### src/rtl/vsh_pkg.sv
`timescale 1ns/1ps
package vsh_pkg;
  localparam int ADDR_W = 16;
  localparam int DATA_W = 8;
  typedef logic [ADDR_W-1:0] addr_t;
  typedef logic [DATA_W-1:0] byte_t;
endpackage

### src/rtl/vsh_edge.sv
`timescale 1ns/1ps
// Falling-edge detector on the sensed reset request line.
module vsh_edge (
  input  logic clk,
  input  logic sys_rst_n,
  input  logic line_n,
  output logic fall_o
);
  logic prev_q;

  always_ff @(posedge clk or negedge sys_rst_n) begin
    if (!sys_rst_n) prev_q <= 1'b1;
    else            prev_q <= line_n;
  end

  assign fall_o = prev_q & ~line_n;
endmodule

### src/rtl/vsh_seq.sv
`timescale 1ns/1ps
// Hold counter and vector fetch sequencer.
module vsh_seq
  import vsh_pkg::*;
#(
  parameter int    HOLD_CYC   = 48,
  parameter int    ACC_CYC    = 2,
  parameter int    VEC_N      = 16,
  parameter addr_t FETCH_BASE = 16'hBFF0
) (
  input  logic                     clk,
  input  logic                     sys_rst_n,
  input  logic                     fall_i,
  output logic                     hold_o,
  output logic                     fetch_o,
  output addr_t                    fetch_addr_o,
  output logic                     cap_en_o,
  output logic [$clog2(VEC_N)-1:0] cap_idx_o
);
  localparam int HC_W = $clog2(HOLD_CYC + 1);
  localparam int SB_W = $clog2(ACC_CYC + 1);
  localparam int IX_W = $clog2(VEC_N);

  logic            hold_q, done_q;
  logic [HC_W-1:0] hcnt_q;
  logic [SB_W-1:0] sub_q;
  logic [IX_W-1:0] idx_q;
  logic            last_sub, last_idx, last_hold;

  assign last_sub  = (sub_q  == SB_W'(ACC_CYC - 1));
  assign last_idx  = (idx_q  == IX_W'(VEC_N - 1));
  assign last_hold = (hcnt_q == HC_W'(HOLD_CYC - 1));

  assign hold_o       = hold_q;
  assign fetch_o      = hold_q & ~done_q;
  assign fetch_addr_o = FETCH_BASE + addr_t'(idx_q);
  assign cap_en_o     = fetch_o & last_sub & ~fall_i;
  assign cap_idx_o    = idx_q;

  always_ff @(posedge clk or negedge sys_rst_n) begin
    if (!sys_rst_n) begin
      hold_q <= 1'b1;
      done_q <= 1'b0;
      hcnt_q <= '0;
      sub_q  <= '0;
      idx_q  <= '0;
    end else if (fall_i) begin
      hold_q <= 1'b1;
      done_q <= 1'b0;
      hcnt_q <= '0;
      sub_q  <= '0;
      idx_q  <= '0;
    end else if (hold_q) begin
      if (last_hold) begin
        hold_q <= 1'b0;
        hcnt_q <= '0;
      end else begin
        hcnt_q <= hcnt_q + 1'b1;
      end
      if (fetch_o) begin
        if (last_sub) begin
          sub_q <= '0;
          if (last_idx) done_q <= 1'b1;
          else          idx_q  <= idx_q + 1'b1;
        end else begin
          sub_q <= sub_q + 1'b1;
        end
      end
    end
  end

  // each completed access moves to the next vector slot
  p_idx_advance_r3: assert property (@(posedge clk) disable iff (!sys_rst_n)
    (fetch_o && last_sub && !last_idx && !fall_i) |=> (idx_q == $past(idx_q) + 1'b1));

  // an edge restarts from byte 0 and a fresh count
  p_restart_r8: assert property (@(posedge clk) disable iff (!sys_rst_n)
    fall_i |=> (hold_q && !done_q && idx_q == '0 && hcnt_q == '0));

  // the hold ends at its last counted cycle
  p_release_r2: assert property (@(posedge clk) disable iff (!sys_rst_n)
    (hold_q && last_hold && !fall_i) |=> !hold_o);

  // all bytes are fetched before the processor is let go
  p_fetched_before_release_r4: assert property (@(posedge clk) disable iff (!sys_rst_n)
    (hold_q && last_hold) |-> done_q);
endmodule

### src/rtl/vsh_vstore.sv
`timescale 1ns/1ps
// Shadow registers for the vector bytes.
module vsh_vstore
  import vsh_pkg::*;
#(
  parameter int VEC_N = 16
) (
  input  logic                     clk,
  input  logic                     sys_rst_n,
  input  logic                     cap_en_i,
  input  logic [$clog2(VEC_N)-1:0] cap_idx_i,
  input  byte_t                    cap_data_i,
  input  logic [$clog2(VEC_N)-1:0] rd_idx_i,
  output byte_t                    rd_data_o
);
  localparam int IX_W = $clog2(VEC_N);

  logic [VEC_N-1:0]             wen;
  logic [VEC_N-1:0][DATA_W-1:0] vec_q;

  for (genvar g = 0; g < VEC_N; g++) begin : g_slot_we
    assign wen[g] = cap_en_i && (cap_idx_i == IX_W'(g));
  end

  always_ff @(posedge clk or negedge sys_rst_n) begin
    if (!sys_rst_n) begin
      vec_q <= '0;
    end else begin
      for (int k = 0; k < VEC_N; k++) begin
        if (wen[k]) vec_q[k] <= cap_data_i;
      end
    end
  end

  assign rd_data_o = vec_q[rd_idx_i];

  // nothing but a fetch capture alters the shadow bytes
  p_store_stable_r7: assert property (@(posedge clk) disable iff (!sys_rst_n)
    !cap_en_i |=> $stable(vec_q));
endmodule

### src/rtl/vsh_busmux.sv
`timescale 1ns/1ps
// Bus steering: fetch drive, vector reply and pass-through ROM decode.
module vsh_busmux
  import vsh_pkg::*;
#(
  parameter int    VEC_N    = 16,
  parameter addr_t VEC_BASE = 16'hFFF0,
  parameter addr_t ROM_LO   = 16'h8000
) (
  input  logic                     hold_i,
  input  logic                     fetch_i,
  input  addr_t                    fetch_addr_i,
  input  addr_t                    cpu_addr_i,
  input  logic                     cpu_rd_i,
  input  byte_t                    vec_data_i,
  output logic [$clog2(VEC_N)-1:0] vec_idx_o,
  output addr_t                    bus_addr_o,
  output logic                     bus_addr_oe_o,
  output byte_t                    data_o,
  output logic                     data_oe_o,
  output logic                     rom_cs_o
);
  localparam int    IX_W     = $clog2(VEC_N);
  localparam addr_t VEC_MASK = ~addr_t'(VEC_N - 1);

  logic in_vec, in_rom, reply;

  assign in_vec = ((cpu_addr_i & VEC_MASK) == VEC_BASE);
  assign in_rom = (cpu_addr_i >= ROM_LO);
  assign reply  = ~hold_i & cpu_rd_i & in_vec;

  assign vec_idx_o     = cpu_addr_i[IX_W-1:0];
  assign bus_addr_oe_o = fetch_i;
  assign bus_addr_o    = fetch_i ? fetch_addr_i : '0;
  assign data_oe_o     = reply;
  assign data_o        = reply ? vec_data_i : '0;
  assign rom_cs_o      = fetch_i | (~hold_i & cpu_rd_i & in_rom & ~in_vec);
endmodule

### src/rtl/vshadow_ctrl.sv
`timescale 1ns/1ps
// Top: reset hold, vector shadow fetch and vector reply.
module vshadow_ctrl
  import vsh_pkg::*;
#(
  parameter int    HOLD_CYC   = 48,
  parameter int    ACC_CYC    = 2,
  parameter int    VEC_N      = 16,
  parameter addr_t FETCH_BASE = 16'hBFF0,
  parameter addr_t VEC_BASE   = 16'hFFF0,
  parameter addr_t ROM_LO     = 16'h8000
) (
  input  logic        clk,
  input  logic        sys_rst_n,
  input  logic        rst_req_n,
  output logic        rst_pull_o,
  input  logic [15:0] cpu_addr_i,
  input  logic        cpu_rd_i,
  input  logic [7:0]  data_i,
  output logic [15:0] bus_addr_o,
  output logic        bus_addr_oe_o,
  output logic [7:0]  data_o,
  output logic        data_oe_o,
  output logic        rom_cs_o
);
  localparam int IX_W      = $clog2(VEC_N);
  localparam int FETCH_CYC = VEC_N * ACC_CYC;

  initial begin
    assert (ACC_CYC >= 2 && HOLD_CYC >= FETCH_CYC)
      else $error("hold too short for the vector fetch");
  end

  logic            fall, hold, fetch, cap_en;
  addr_t           fetch_addr;
  logic [IX_W-1:0] cap_idx, vec_idx;
  byte_t           vec_data;

  vsh_edge u_edge (
    .clk(clk), .sys_rst_n(sys_rst_n), .line_n(rst_req_n), .fall_o(fall)
  );

  vsh_seq #(
    .HOLD_CYC(HOLD_CYC), .ACC_CYC(ACC_CYC), .VEC_N(VEC_N), .FETCH_BASE(FETCH_BASE)
  ) u_seq (
    .clk(clk), .sys_rst_n(sys_rst_n), .fall_i(fall), .hold_o(hold),
    .fetch_o(fetch), .fetch_addr_o(fetch_addr), .cap_en_o(cap_en), .cap_idx_o(cap_idx)
  );

  vsh_vstore #(.VEC_N(VEC_N)) u_store (
    .clk(clk), .sys_rst_n(sys_rst_n), .cap_en_i(cap_en), .cap_idx_i(cap_idx),
    .cap_data_i(data_i), .rd_idx_i(vec_idx), .rd_data_o(vec_data)
  );

  vsh_busmux #(.VEC_N(VEC_N), .VEC_BASE(VEC_BASE), .ROM_LO(ROM_LO)) u_mux (
    .hold_i(hold), .fetch_i(fetch), .fetch_addr_i(fetch_addr),
    .cpu_addr_i(cpu_addr_i), .cpu_rd_i(cpu_rd_i), .vec_data_i(vec_data),
    .vec_idx_o(vec_idx), .bus_addr_o(bus_addr_o), .bus_addr_oe_o(bus_addr_oe_o),
    .data_o(data_o), .data_oe_o(data_oe_o), .rom_cs_o(rom_cs_o)
  );

  assign rst_pull_o = hold;

  // a detected edge pulls reset in the following cycle
  p_pull_after_fall_r1: assert property (@(posedge clk) disable iff (!sys_rst_n)
    fall |=> rst_pull_o);

  // address drive only while the processor is held
  p_addr_in_hold_r10: assert property (@(posedge clk) disable iff (!sys_rst_n)
    bus_addr_oe_o |-> rst_pull_o);

  // a vector reply never also selects the ROM
  p_reply_no_rom_r5: assert property (@(posedge clk) disable iff (!sys_rst_n)
    data_oe_o |-> (!rom_cs_o && !rst_pull_o));

  // a write after the hold neither selects the ROM nor drives data
  p_write_quiet_r7: assert property (@(posedge clk) disable iff (!sys_rst_n)
    (!cpu_rd_i && !rst_pull_o) |-> (!rom_cs_o && !data_oe_o));
endmodule

### config.mk
export PLATFORM = sky130hd
export DESIGN_NAME = vshadow_ctrl
export DESIGN_NICKNAME = d
export VERILOG_FILES = /design/src/rtl/vsh_pkg.sv /design/src/rtl/vsh_edge.sv /design/src/rtl/vsh_seq.sv /design/src/rtl/vsh_vstore.sv /design/src/rtl/vsh_busmux.sv /design/src/rtl/vshadow_ctrl.sv
export SDC_FILE = /design/constraint.sdc
export NUM_CORES = 1
export LEC_CHECK = 0
export BUFFER_PORTS_ARGS = -buffer_cell sky130_fd_sc_hd__buf_4
export CORE_UTILIZATION = 54
export DETAILED_ROUTE_END_ITERATION = 12
export GPL_TIMING_DRIVEN = 0
export PLACE_DENSITY = 0.76
export SLEW_MARGIN = 20
export SYNTH_ARGS = -nofsm -noshare
export SYNTH_HDL_FRONTEND = slang
export SYNTH_SLANG_ARGS = --single-unit
### constraint.sdc
create_clock -name clk -period 1.62 [get_ports clk]
set_input_delay 0.162 -clock clk [delete_from_list [all_inputs] [get_ports clk]]
set_output_delay 0.162 -clock clk [all_outputs]
set_load 0.02 [all_outputs]
**Word-level counts from Yosys, hierarchy flattened**

Cells that the tools add are included.

- Register bits after elaboration: 143
- Bits of input ports: 28
- Output and inout bits: 28
- Logic and storage cells: 109

- Add/sub/neg operators: 4
- Order comparisons: 2
- Eq/ne operators: 19
- Mux-type cells: 24
- Bitwise gates (word level): 14
- Reductions and logical operators: 24

Operators by type and width:

| cell | count |
|---|---|
| $bmux W8 S4 | 1 |
| $eq A4 B4 Y1 const B | 8 |
| $mux W4 | 5 |
| $mux W6 | 3 |
| $add A16 B4 Y16 const A | 1 |
| $eq A4 B3 Y1 const B | 4 |
| $ge A16 B16 Y1 const B | 1 |
| $logic_and A1 B1 Y1 | 16 |
| $mux W16 | 1 |
| $mux W8 | 2 |
| $eq A12 B12 Y1 const B | 1 |
| $and A1 B1 Y1 | 8 |
| $eq A4 B2 Y1 const B | 2 |
| $mux W1 | 8 |
| $mux W2 | 4 |
| $reduce_and A4 Y1 | 2 |
| $reduce_bool A2 Y1 | 4 |
| $add A6 B1 Y6 const B | 1 |
| $eq A6 B6 Y1 const B | 1 |
| $lt A4 B5 Y1 const B | 1 |
| $not A1 Y1 | 5 |
| $add A4 B1 Y4 const B | 1 |
| $eq A4 B1 Y1 const B | 1 |
| $logic_not A4 Y1 | 1 |
| 5 further kinds | 5 |

**Logic depth before layout (Yosys ltp)**

Gate-level depths: netlist of run 1.

- Depth after elaboration: 6
- Depth in mapped cells: 6
- Depth with buffers taken out: 5

**Cells and area by module**

Synthesis of run 1 repeated with hierarchy kept, for this count alone.

- Cells, all modules: 494
- Area total of the unflattened synthesis: 6955.4 um^2

By module, submodules not included:

| module | instances | cells each | area each (um^2) | sequential area each (um^2) |
|---|---|---|---|---|
| vsh_vstore | 1 | 364 | 5803.1 | 3203.1 |
| vsh_seq | 1 | 89 | 842.1 | 351.6 |
| vsh_busmux | 1 | 39 | 270.3 | 0.0 |
| vsh_edge | 1 | 2 | 40.0 | 26.3 |

**Worst setup path before layout of run 1**

Ideal clock, no wire load.

- Path type: register -> output
- From: register u_seq.hold_q, in the netlist u_seq.hold_o
- To: output port bus_addr_o[2]
- Arrival: 1.979 ns
- Required time: 1.458 ns
- Path slack: -0.521 ns
- Cell stages (with the launch flop): 5
- Path buffers: 1
- Cells stage by stage: dfstp_2 buf_4 inv_1 nor2_1 and2_1

- Word-level cells in the longest chain between the ends: 2

Ends and longest elaborated chain:

| what | RTL line | RTL |
|---|---|---|
| from (decl) | vsh_seq.sv:24 | `logic hold_q, done_q;` |
| from (signal assigned) | vsh_seq.sv:42 | `hold_q <= 1'b1;` |
| from (signal assigned) | vsh_seq.sv:48 | `hold_q <= 1'b1;` |
| from (signal assigned) | vsh_seq.sv:55 | `hold_q <= 1'b0;` |
| $and A1 B1 Y1 | vsh_seq.sv:35 | `assign fetch_o = hold_q & ~done_q;` |
| named net bus_addr_oe_o | vshadow_ctrl.sv:21 | `output logic bus_addr_oe_o,` |
| $mux W16 | vsh_busmux.sv:34 | `assign bus_addr_o = fetch_i ? fetch_addr_i : '0;` |
| to (decl) | vshadow_ctrl.sv:20 | `output logic [15:0] bus_addr_o,` |

The timed path passes the listed nets, and every way through them passes these cells.

**Final worst setup path of run 1**

- From: register u_store.vec_q[100] in the netlist's numbering
- To: output port data_o[4]

- Word-level cells in the longest chain between the ends: 3

Ends and longest elaborated chain:

| what | RTL line | RTL |
|---|---|---|
| from (decl) | vsh_vstore.sv:19 | `logic [VEC_N-1:0][DATA_W-1:0] vec_q;` |
| from (signal, indexed assignment) | vsh_vstore.sv:30 | `if (wen[k]) vec_q[k] <= cap_data_i;` |
| $bmux W8 S4 | vsh_vstore.sv:35 | `assign rd_data_o = vec_q[rd_idx_i];` |
| $mux W8 (not written as such) | vsh_vstore.sv:35 |  |
| $mux W8 | vsh_busmux.sv:36 | `assign data_o = reply ? vec_data_i : '0;` |
| to (decl) | vshadow_ctrl.sv:22 | `output logic [7:0] data_o,` |

Every way passes these cells. The select of a mux whose other input is x is not followed.

==> results of run 1 <==
==> final timing paths <==
kind	slack, ns	endpoint	depth (start not counted)
max in group asynchronous	0.51	u_seq.hold_o	3
max reg2reg	-0.30	u_store.vec_q[105]	5
min	0.03	u_store.vec_q[4]	2
min in group asynchronous	0.33	u_store.vec_q[13]	2
max	-0.38	data_o[4]	4
min reg2reg	0.50	u_store.vec_q[110]	1
==> cell families after synthesis <==
group / after synthesis / share of synthesized area, %
adders and majority gates: 5 / 0.913
buffers and inverters: 45 / 3.72
xor gates and xnor gates: 6 / 0.767
DFF: 143 / 52.2
AOI/OAI and AO/OA: 19 / 1.77
other: 1 / 0.0547
and+or+nand+nor: 67 / 6.24
muxes: 177 / 34.3
==> registers in the layout, summed over array words and instances (netlist names) <==
register,cells
u_store.vec_q,128
u_seq.done_q,1
u_seq.hcnt_q,6
u_seq.cap_idx_o,4
u_seq.sub_q,2
u_seq.hold_o,1
u_edge.prev_q,1
==> power by group through the flow <==
| stage | logic, mW | registers (mW) | clock network [mW] |
|---|---|---|---|
| global route | 3.45 | 5.17 | 3.89 |
| detailed placement | 2.54 | 5.09 | 0 |
| floorplan | 2.01 | 4.92 | 0 |
| CTS | 3.15 | 5.04 | 3.77 |
| finish | 3.24 | 5.08 | 3.69 |
| global placement | 2.42 | 5.02 | 0 |
==> worst reg2reg max path: cells and delay by family (launching register included) <==
family                 cells  cell delay, ns
buffers and inverters      1            0.13
DFF                        1            0.55
muxes                      1            0.35
and+or+nand+nor            3            0.77
==> per-layer routing <==
metal  GRT usage, %  wire length (um)
met1           34.3              6870
met2           47.8              8560
met3           6.62               653
met4           10.6               361
met5              0                 0
==> layout make-up <==
class	count	share of cell area [%]
buffer	36	3.04
timing repair buffer	81	9.86
clock buffer	26	5.62
multi-input combinational	276	38.8
inverter	4	0.207
sequential	143	39.5
tap	168	2.32
clock inverter	6	0.608
==> cells in the final DEF, fill, tap and decap left out, drive strengths merged, types with 3 or more instances in the layout <==
| cell type | netlist | final |
|---|---|---|
| dfrtp | 141 | 141 |
| ha | 5 | 5 |
| nand4 | 3 | 3 |
| mux2i | 17 | 17 |
| mux4 | 32 | 32 |
| clkinv | 0 | 5 |
| nand3 | 10 | 11 |
| buf | 27 | 101 |
| xor2 | 4 | 4 |
| inv | 4 | 3 |
| and3 | 6 | 6 |
| mux2 | 128 | 128 |
| o21ai | 3 | 3 |
| nor2 | 10 | 10 |
| or3 | 4 | 4 |
| nor2b | 3 | 3 |
| o22ai | 9 | 9 |
| nand2 | 23 | 23 |
| clkbuf | 14 | 40 |
==> stage by stage <==
| stage | cell area (um2) | hold WS [ns] |
|---|---|---|
| after floorplan | 6960 | -0.134 |
| after global placement | 7560 | 0.285 |
| after detailed placement | 7590 | 0.175 |
| after CTS | 8970 | 0.0151 |
| after global routing | 9060 | 0.0259 |
| final | 9060 | 0.0336 |
==> repair_timing <==
| item | CTS | global route |
|---|---|---|
| hold endpoints to repair | 75 | 0 |
| setup endpoints to repair | 155 | 156 |
| cloned | 2 | 0 |
| hold buffers | 2 | 0 |
| pin swaps | 12 | 4 |
| buffers inserted | 24 | 3 |
| gates resized for setup | 114 | 15 |
==> metrics.yaml, run 1 <==
layout:
  final_cells: 740
  regArea_um2: 3580
  nNetsFinal: 592
  final_core_util_pct: 74.2
  drive_gt1_share_pct: 61.0
  fillCellCount: 736
  area_growth_pct: 32.2
  multi_input_area_um2: 3520
  antennaDiodeCount: 0
logic_synthesis:
  synthDistinctLibCells: 40
  synth_nets: 496
  synth_edf_count: 0
  syn_area_um2: 6860
  synth_common_cells: "dfrtp_1 (141), mux2_2 (121), mux4_2 (32)"
  syn-mean-instance-area_um2: 14.8
  synth_cells: 463
  synth_warnings: 0
  synth_top_area_cell: "dfrtp_1"
  yosysMostFrequentCell: "dfrtp_1"
  seq_area_frac_synth_pct: 52.2
  synth_top_area_share_pct: 51.5
  async_flop_share_pct: 100
  synthFlopType: "dfrtp_1"
  synth_area_leaders: "dfrtp_1 (51%), mux2_2 (20%), mux4_2 (11%)"
  ys_ff_latch: 143
power_and_ir_drop:
  ir_drop_uv: 929
  leakage_nw: 4.06
  power_density_nw_per_um2: 1320
  pwr-share-seq_pct: 42.3
  combPwrFrac_pct: 27.0
  p_sw_mw: 3.35
  clkPwrFrac_pct: 30.7
  power_mw: 12.0
  p_sw_share_pct: 28.0
  p_int_mw: 8.65
die:
  ios: 56
  die-area_um2: 13100
  floorplan.initialDensity_pct: 56.1
  num_rows: 40
  core_area_um2: 12200
  die_w_um: 115
  die_y_um: 115
clock_tree:
  clk_latency_ns: 0.42
  root_buffer: "clkbuf_16"
  cts_made_buffers: 17
  path_clk_slew_ns: 0.06
  clock_sinks: 143
  cts_tree: "done"
  clockBufferDepth: 2
  htreeDepth: 4
critical_path:
  cp-end-kind: "output port"
  worstSetupStartpointType: "flip-flop"
  crit_buf_inv: 1
  path_class: "flip-flop to output port"
  worstPathCellList: "mux4_2, mux2i_2, o22ai_4, buf_6"
  crit_family: "multiplexers"
  crit_arrival_ns: 1.83
  cp_max_fo: 2
  startpoint: "u_store.vec_q[100]"
  slowest_delay_ns: 0.49
  rr_startpoint: "u_seq.hold_o"
  slowest_stage: "mux4_2"
  required_ns: 1.46
sta:
  fin_crit_ns: 2.00
  max_slew_margin_pct: 49.5
  fin_crit_sh_pct: 123
  setup-tns-final_ns: -38.60
  hold_violations: 0
  rsz0062_at_grt: "true"
  maxSlewViolCount: 0
  clock_skew_ns: 0.00504
  setup_viol: 155
  clock.fmax_ghz: 0.501
  worst_slack_ns: -0.376
  worst_pin_slew_ns: 0.757
route:
  vias_per_cell: 5.79
  wirelength_um: 16400
  wire_per_inst_um: 22.2
  drt_iter0_drc: 314
  dr.pass1.iters: 4
  remaining_drc_errors: 0
  num_vias: 4288
  drtAntennaViolNets: 0
grt:
  grt_max_degree: 76
  grt_pass1_vias: 4693
  overflow: 0
  grt_use_total_pct: 27.9
  antenna_found_initial: 0
  grt_pass1_wl_um: 26200
placed_design:
  pre_cts_slack_ns: -0.561
  dp.cells: 684
  gp_congestion: 0.808
  dp_hpwl_um: 9760
  port_buffers: 52
hold_path:
  hold_path.class: "input port to flip-flop"
  worstHoldStart: "data_i[4]"
run:
  drv_cap: 0
outcome:
  violations: "setup timing"
  status: "finished, violations left"
(Power assumes the default switching activity.)
==> run 2, diff against run 1 <==
--- a/config.mk
+++ b/config.mk
@@ -10,6 +10,7 @@
 export DETAILED_ROUTE_END_ITERATION = 12
 export GPL_TIMING_DRIVEN = 0
 export PLACE_DENSITY = 0.76
+export RECOVER_POWER = 50
 export SLEW_MARGIN = 20
 export SYNTH_ARGS = -nofsm -noshare
 export SYNTH_HDL_FRONTEND = slang
==> metrics.yaml, run 2 (synthesis gave the netlist of run 1 again) <==
die:
  die_w_um: 115  # unchanged
  num_rows: 40  # unchanged
  core_area_um2: 12200  # unchanged
  ios: 56  # unchanged
  floorplan.initialDensity_pct: 56.1  # unchanged
  die-area_um2: 13100  # unchanged
  die_y_um: 115  # unchanged
outcome:
  violations: "setup timing"
  status: "finished, violations left"
layout:
  fillCellCount: 742  # +0.82%
  antennaDiodeCount: 0  # unchanged
  final_cells: 740  # unchanged
  layout_common_cells: "dfrtp_1 (141), mux2_2 (119), buf_4 (41), buf_6 (41), mux4_2 (32)"
  nNetsFinal: 592  # unchanged
  regArea_um2: 3580  # unchanged
  largest_reg_flops: 128  # unchanged
  mostFrequentLayoutCell: "dfrtp_1"
  area_growth_pct: 31.9
  top_register: "u_store.vec_q"
  multi_input_area_um2: 3520  # unchanged
  drive_gt1_share_pct: 60.8  # -0.17 points
grt:
  grt_use_total_pct: 27.9  # unchanged
  grt_pass1_vias: 4693  # unchanged
  antenna_found_initial: 0  # unchanged
  grt_max_degree: 76  # unchanged
  grt_pass1_wl_um: 26200  # unchanged
  overflow: 0  # unchanged
sta:
  setup_viol: 155  # unchanged
  fin_hold_ws_ns: 0.0336  # -0.00000180 ns
  hold_violations: 0  # unchanged
  max_slew_margin_pct: 30.9  # -19 points
  clock_skew_ns: 0.00479  # -0.000245 ns
  fin_crit_sh_pct: 123  # about the same
  rsz0062_at_grt: "true"
  fin_crit_ns: 2.00  # +0.00000200 ns
  worst_pin_slew_ns: 1.04  # +0.279 ns
  worst_slack_ns: -0.376  # -0.00000200 ns
  clock.fmax_ghz: 0.501  # about the same
  maxSlewViolCount: 0  # unchanged
hold_path:
  hold_path.class: "input port to flip-flop"
  hold_depth: 2  # unchanged
critical_path:
  required_ns: 1.46  # about the same
  crit_arrival_ns: 1.83  # about the same
  cp-end-kind: "output port"
  cp_max_fo: 2  # unchanged
  r2r_cells: 5  # unchanged
  path_class: "flip-flop to output port"
  worstSetupStartpointType: "flip-flop"
power_and_ir_drop:
  ir_drop_uv: 929  # about the same
  power_density_nw_per_um2: 1330  # +0.15%
  power_mw: 12.0  # about the same
  leakage_nw: 4.05  # -0.24%
clock_tree:
  path_clk_slew_ns: 0.06  # about the same
  clock_sinks: 143  # unchanged
  root_buffer: "clkbuf_16"
  clk_latency_ns: 0.42  # about the same
  htreeDepth: 4  # unchanged
  clockBufferDepth: 2  # unchanged
  cts_made_buffers: 17  # unchanged
  cts_tree: "done"
placed_design:
  port_buffers: 52  # unchanged
  gp_congestion: 0.808  # unchanged
  dp_hpwl_um: 9760  # unchanged
  dp.cells: 684  # unchanged
route:
  drtAntennaViolNets: 0  # unchanged
  remaining_drc_errors: 0  # unchanged
  num_vias: 4290  # +0.047%
  vias_per_cell: 5.80  # about the same
  wire_per_inst_um: 22.2  # about the same
  dr.pass1.iters: 4  # unchanged
  wirelength_um: 16400  # about the same
  drt_iter0_drc: 314  # unchanged
run:
  drv_cap: 0  # unchanged
## run 2: cell types whose count changed in the layout (fill, tap and decap cells not counted)
| cell | before | now |
|---|---|---|
| buf_16 | 2 | 1 |
| buf_4 | 42 | 41 |
| clkbuf_1 | 15 | 16 |
| buf_8 | 3 | 2 |
| clkbuf_4 | 0 | 1 |
| buf_12 | 10 | 11 |
## run 2: cell type report
type                       instances  share of cell area (%)
clock buffer                      26                    5.63
multi-input combinational        276                    38.9
inverter                           4                   0.208
tap                              168                    2.32
clock inverter                     6                   0.609
sequential                       143                    39.6
timing repair buffer              81                    9.67
buffer                            36                    3.04
## run 2: power by group
part | internal, mW | switching [mW]
Clock | 2.30 | 1.39
Combinational | 1.79 | 1.45
Sequential | 4.56 | 0.521
## run 2: final timing paths
path	to	slack [ns]	startpoint
max in group asynchronous	u_seq.hold_o	0.16	sys_rst_n
setup / recovery	data_o[4]	-0.38	u_store.vec_q[100]
min in group asynchronous	u_store.vec_q[13]	0.50	sys_rst_n
hold / removal	u_store.vec_q[4]	0.03	data_i[4]
setup reg to reg	u_store.vec_q[105]	-0.30	u_seq.hold_o
hold reg to reg	u_store.vec_q[110]	0.50	u_store.vec_q[110]
## run 2: metrics by stage
step	instance area (um2)	setup slack (ns)	utilization [%]	TNS (ns)
floorplan	6960	-0.222	-	-22.69
global placement	7560	-0.434	61.9	-57.41
detailed placement	7590	-0.561	62.2	-38.46
CTS	8970	-0.354	73.5	-33.41
global route	9040	-0.415	74.0	-44.61
finish	9040	-0.376	74.0	-38.60
## run 2: routing by layer
metal,global-route usage [%],part of all wire [%]
met3,6.62,4.0
met2,47.8,52
met4,10.6,2.2
met5,0,0
met1,34.3,42
## run 2: repair_timing
| item | CTS | global route |
|---|---|---|
| hold endpoints to repair | 75 | 0 |
| setup endpoints to repair | 155 | 156 |
| hold buffers | 2 | 0 |
| setup buffers | 24 | 3 |
| pin swaps | 12 | 4 |
| resized for setup | 114 | 15 |
| gates cloned | 2 | 0 |
## run 2: worst max-delay path: stages (launching register included)
cell and delay [ns]:
dfrtp_1 0.38, mux4_2 0.49, mux2i_2 0.28, o22ai_4 0.12, buf_6 0.14
==> run 3, diff against run 2 <==
--- a/config.mk
+++ b/config.mk
@@ -6,6 +6,7 @@
 export NUM_CORES = 1
 export LEC_CHECK = 0
 export BUFFER_PORTS_ARGS = -buffer_cell sky130_fd_sc_hd__buf_4
+export CORE_MARGIN = 10
 export CORE_UTILIZATION = 54
 export DETAILED_ROUTE_END_ITERATION = 12
 export GPL_TIMING_DRIVEN = 0
==> metrics.yaml, run 3 (synthesis gave the netlist of run 1 again) <==
critical_path:
  rr_startpoint: "u_seq.hold_o"
  cp_max_fo: 8  # +6
  crit_arrival_ns: 1.81  # -0.02 ns
  slowest_stage: "dfstp_2"
  r2r_slack_ns: -0.26  # +0.04 ns
  path_class: "flip-flop to output port"
  worstSetupStartpointType: "flip-flop"
  slowest_delay_ns: 0.38  # -0.11 ns
  startpoint: "u_seq.hold_o"
  crit_end: "data_o[0]"
  worstPathCellList: "clkinvlp_4, nand2_2, or3_1, buf_8, o22ai_4, buf_6"
  required_ns: 1.46  # about the same
  cp-end-kind: "output port"
  r2r_cells: 5  # unchanged
  reg2reg_to: "u_store.vec_q[116]"
sta:
  rsz0062_at_grt: "true"
  worst_slack_ns: -0.353  # +0.0228 ns
  clock.fmax_ghz: 0.507  # +1.2%
  maxSlewViolCount: 0  # unchanged
  worst_pin_slew_ns: 0.996  # -0.0397 ns
  fin_crit_ns: 1.97  # -0.0228 ns
  fin_crit_sh_pct: 122  # -1.4 points
  setup_viol: 154  # -0.65%
  clock_skew_ns: 0.00455  # -0.000237 ns
  fin_hold_ws_ns: 0.0281  # -0.00544 ns
  max_slew_margin_pct: 33.6  # +2.6 points
  hold_violations: 0  # unchanged
  setup-tns-final_ns: -32.84  # +5.76 ns
grt:
  grt_pass1_vias: 4569  # -2.6%
  grt_use_total_pct: 18.7  # -9.2 points
  overflow: 0  # unchanged
  grt_max_degree: 107  # +41%
  antenna_found_initial: 0  # unchanged
  grt_pass1_wl_um: 25300  # -3.3%
die:
  core_area_um2: 12500  # +2.5%
  floorplan.initialDensity_pct: 54.8  # -1.4 points
  die-area_um2: 17600  # +34%
  die_y_um: 133  # +16%
  die_w_um: 133  # +16%
  num_rows: 41  # +2.5%
  ios: 56  # unchanged
layout:
  nNetsFinal: 591  # -0.17%
  largest_reg_flops: 128  # unchanged
  area_growth_pct: 30.5
  antennaDiodeCount: 0  # unchanged
  top_register: "u_store.vec_q"
  mostFrequentLayoutCell: "dfrtp_1"
  postLayoutCellArea_um2: 8940  # -1.1%
  fillCellCount: 818  # +10%
  final_cells: 738  # -0.27%
  drive_gt1_share_pct: 61.5  # +0.64 points
  layout_common_cells: "dfrtp_1 (141), mux2_2 (118), buf_4 (48), buf_6 (36), mux4_2 (32)"
route:
  vias_per_cell: 5.85  # +0.88%
  wire_per_inst_um: 22.0  # -0.88%
  num_vias: 4316  # +0.61%
  drt_iter0_drc: 370  # +18%
  remaining_drc_errors: 0  # unchanged
  dr.pass1.iters: 5  # +1
  drtAntennaViolNets: 0  # unchanged
  wirelength_um: 16300  # -1.1%
placed_design:
  dp_hpwl_um: 10100  # +3.5%
  dp.cells: 688  # +0.58%
  gp_congestion: 0.809  # +0.20%
  place_area_um2: 7600  # about the same
  port_buffers: 52  # unchanged
power_and_ir_drop:
  leakage_nw: 4.01  # -1.0%
  power_mw: 11.6  # -3.1%
  power_density_nw_per_um2: 1300  # -2.0%
  ir_drop_uv: 867  # -6.7%
clock_tree:
  htreeDepth: 4  # unchanged
  clk_latency_ns: 0.42  # about the same
  clock_sinks: 143  # unchanged
  clockBufferDepth: 2  # unchanged
  cts_tree: "done"
  path_clk_slew_ns: 0.05  # about the same
  cts_made_buffers: 17  # unchanged
  root_buffer: "clkbuf_16"
hold_path:
  hold_path.class: "input port to flip-flop"
run:
  drv_cap: 0  # unchanged
outcome:
  violations: "setup timing"
  status: "finished, violations left"
-- run 3: critical path: cells and delay by family (launching register included) --
family                 cells  cell delay, ns
flip-flops                 1            0.38
AO/OA/AOI/OAI              1            0.16
AND/OR/NAND/NOR            2            0.43
buffers and inverters      3            0.43
-- run 3: worst min path at each step --
stage,startpoint,end,slack (ns),cells after the start
after floorplan,sys_rst_n,u_seq.cap_idx_o[0],-0.13,0
after global placement,rst_req_n,u_edge.prev_q,0.29,1
after detailed placement,sys_rst_n,u_store.vec_q[44],0.06,1
after CTS,data_i[7],u_store.vec_q[15],0.02,2
after global routing,data_i[7],u_store.vec_q[39],0.02,2
final,data_i[7],u_store.vec_q[15],0.03,2
-- run 3: metal layers --
| metal | share of wire, % | vias up | track usage, % |
|---|---|---|---|
| met1 | 42 | 2296 | 23.2 |
| met3 | 4.4 | 20 | 6.02 |
| met4 | 0.87 | 0 | 4.89 |
| met5 | 0 | - | 0 |
| li1 | - | 1895 | - |
| met2 | 53 | 105 | 31.0 |
-- run 3: per-stage QoR --
stage	setup WS, ns	utilization [%]
after floorplan	-0.222	-
after global placement	-0.424	60.4
after detailed placement	-0.442	60.7
after CTS	-0.354	70.3
after global routing	-0.411	71.5
final	-0.353	71.5
-- run 3: timing repair --
item / 4_1_cts / 5_1_grt
endpoints found under the hold margin: 38 / 0
buffers inserted: 20 / 7
hold buffers: 2 / 0
setup endpoints to repair: 155 / 157
cloned: 1 / 0
pin swaps: 13 / 10
gates resized for setup: 105 / 27
-- run 3: area by class of cell --
type / count / area [um2] / share of cell area, %
buffer: 36 / 236 / 2.64
clock buffer: 25 / 485 / 5.43
clock inverter: 2 / 10.0 / 0.112
inverter: 4 / 18.8 / 0.210
multi-input combinational: 276 / 3540 / 39.6
sequential: 143 / 3580 / 40.0
tap: 172 / 215 / 2.41
timing repair buffer: 80 / 853 / 9.54
-- run 3: report_power, final --
part | total, mW | internal [mW] | switching, mW
sequential | 5.07 | 4.56 | 0.518
combinational | 3.20 | 1.79 | 1.41
clock | 3.35 | 2.03 | 1.32
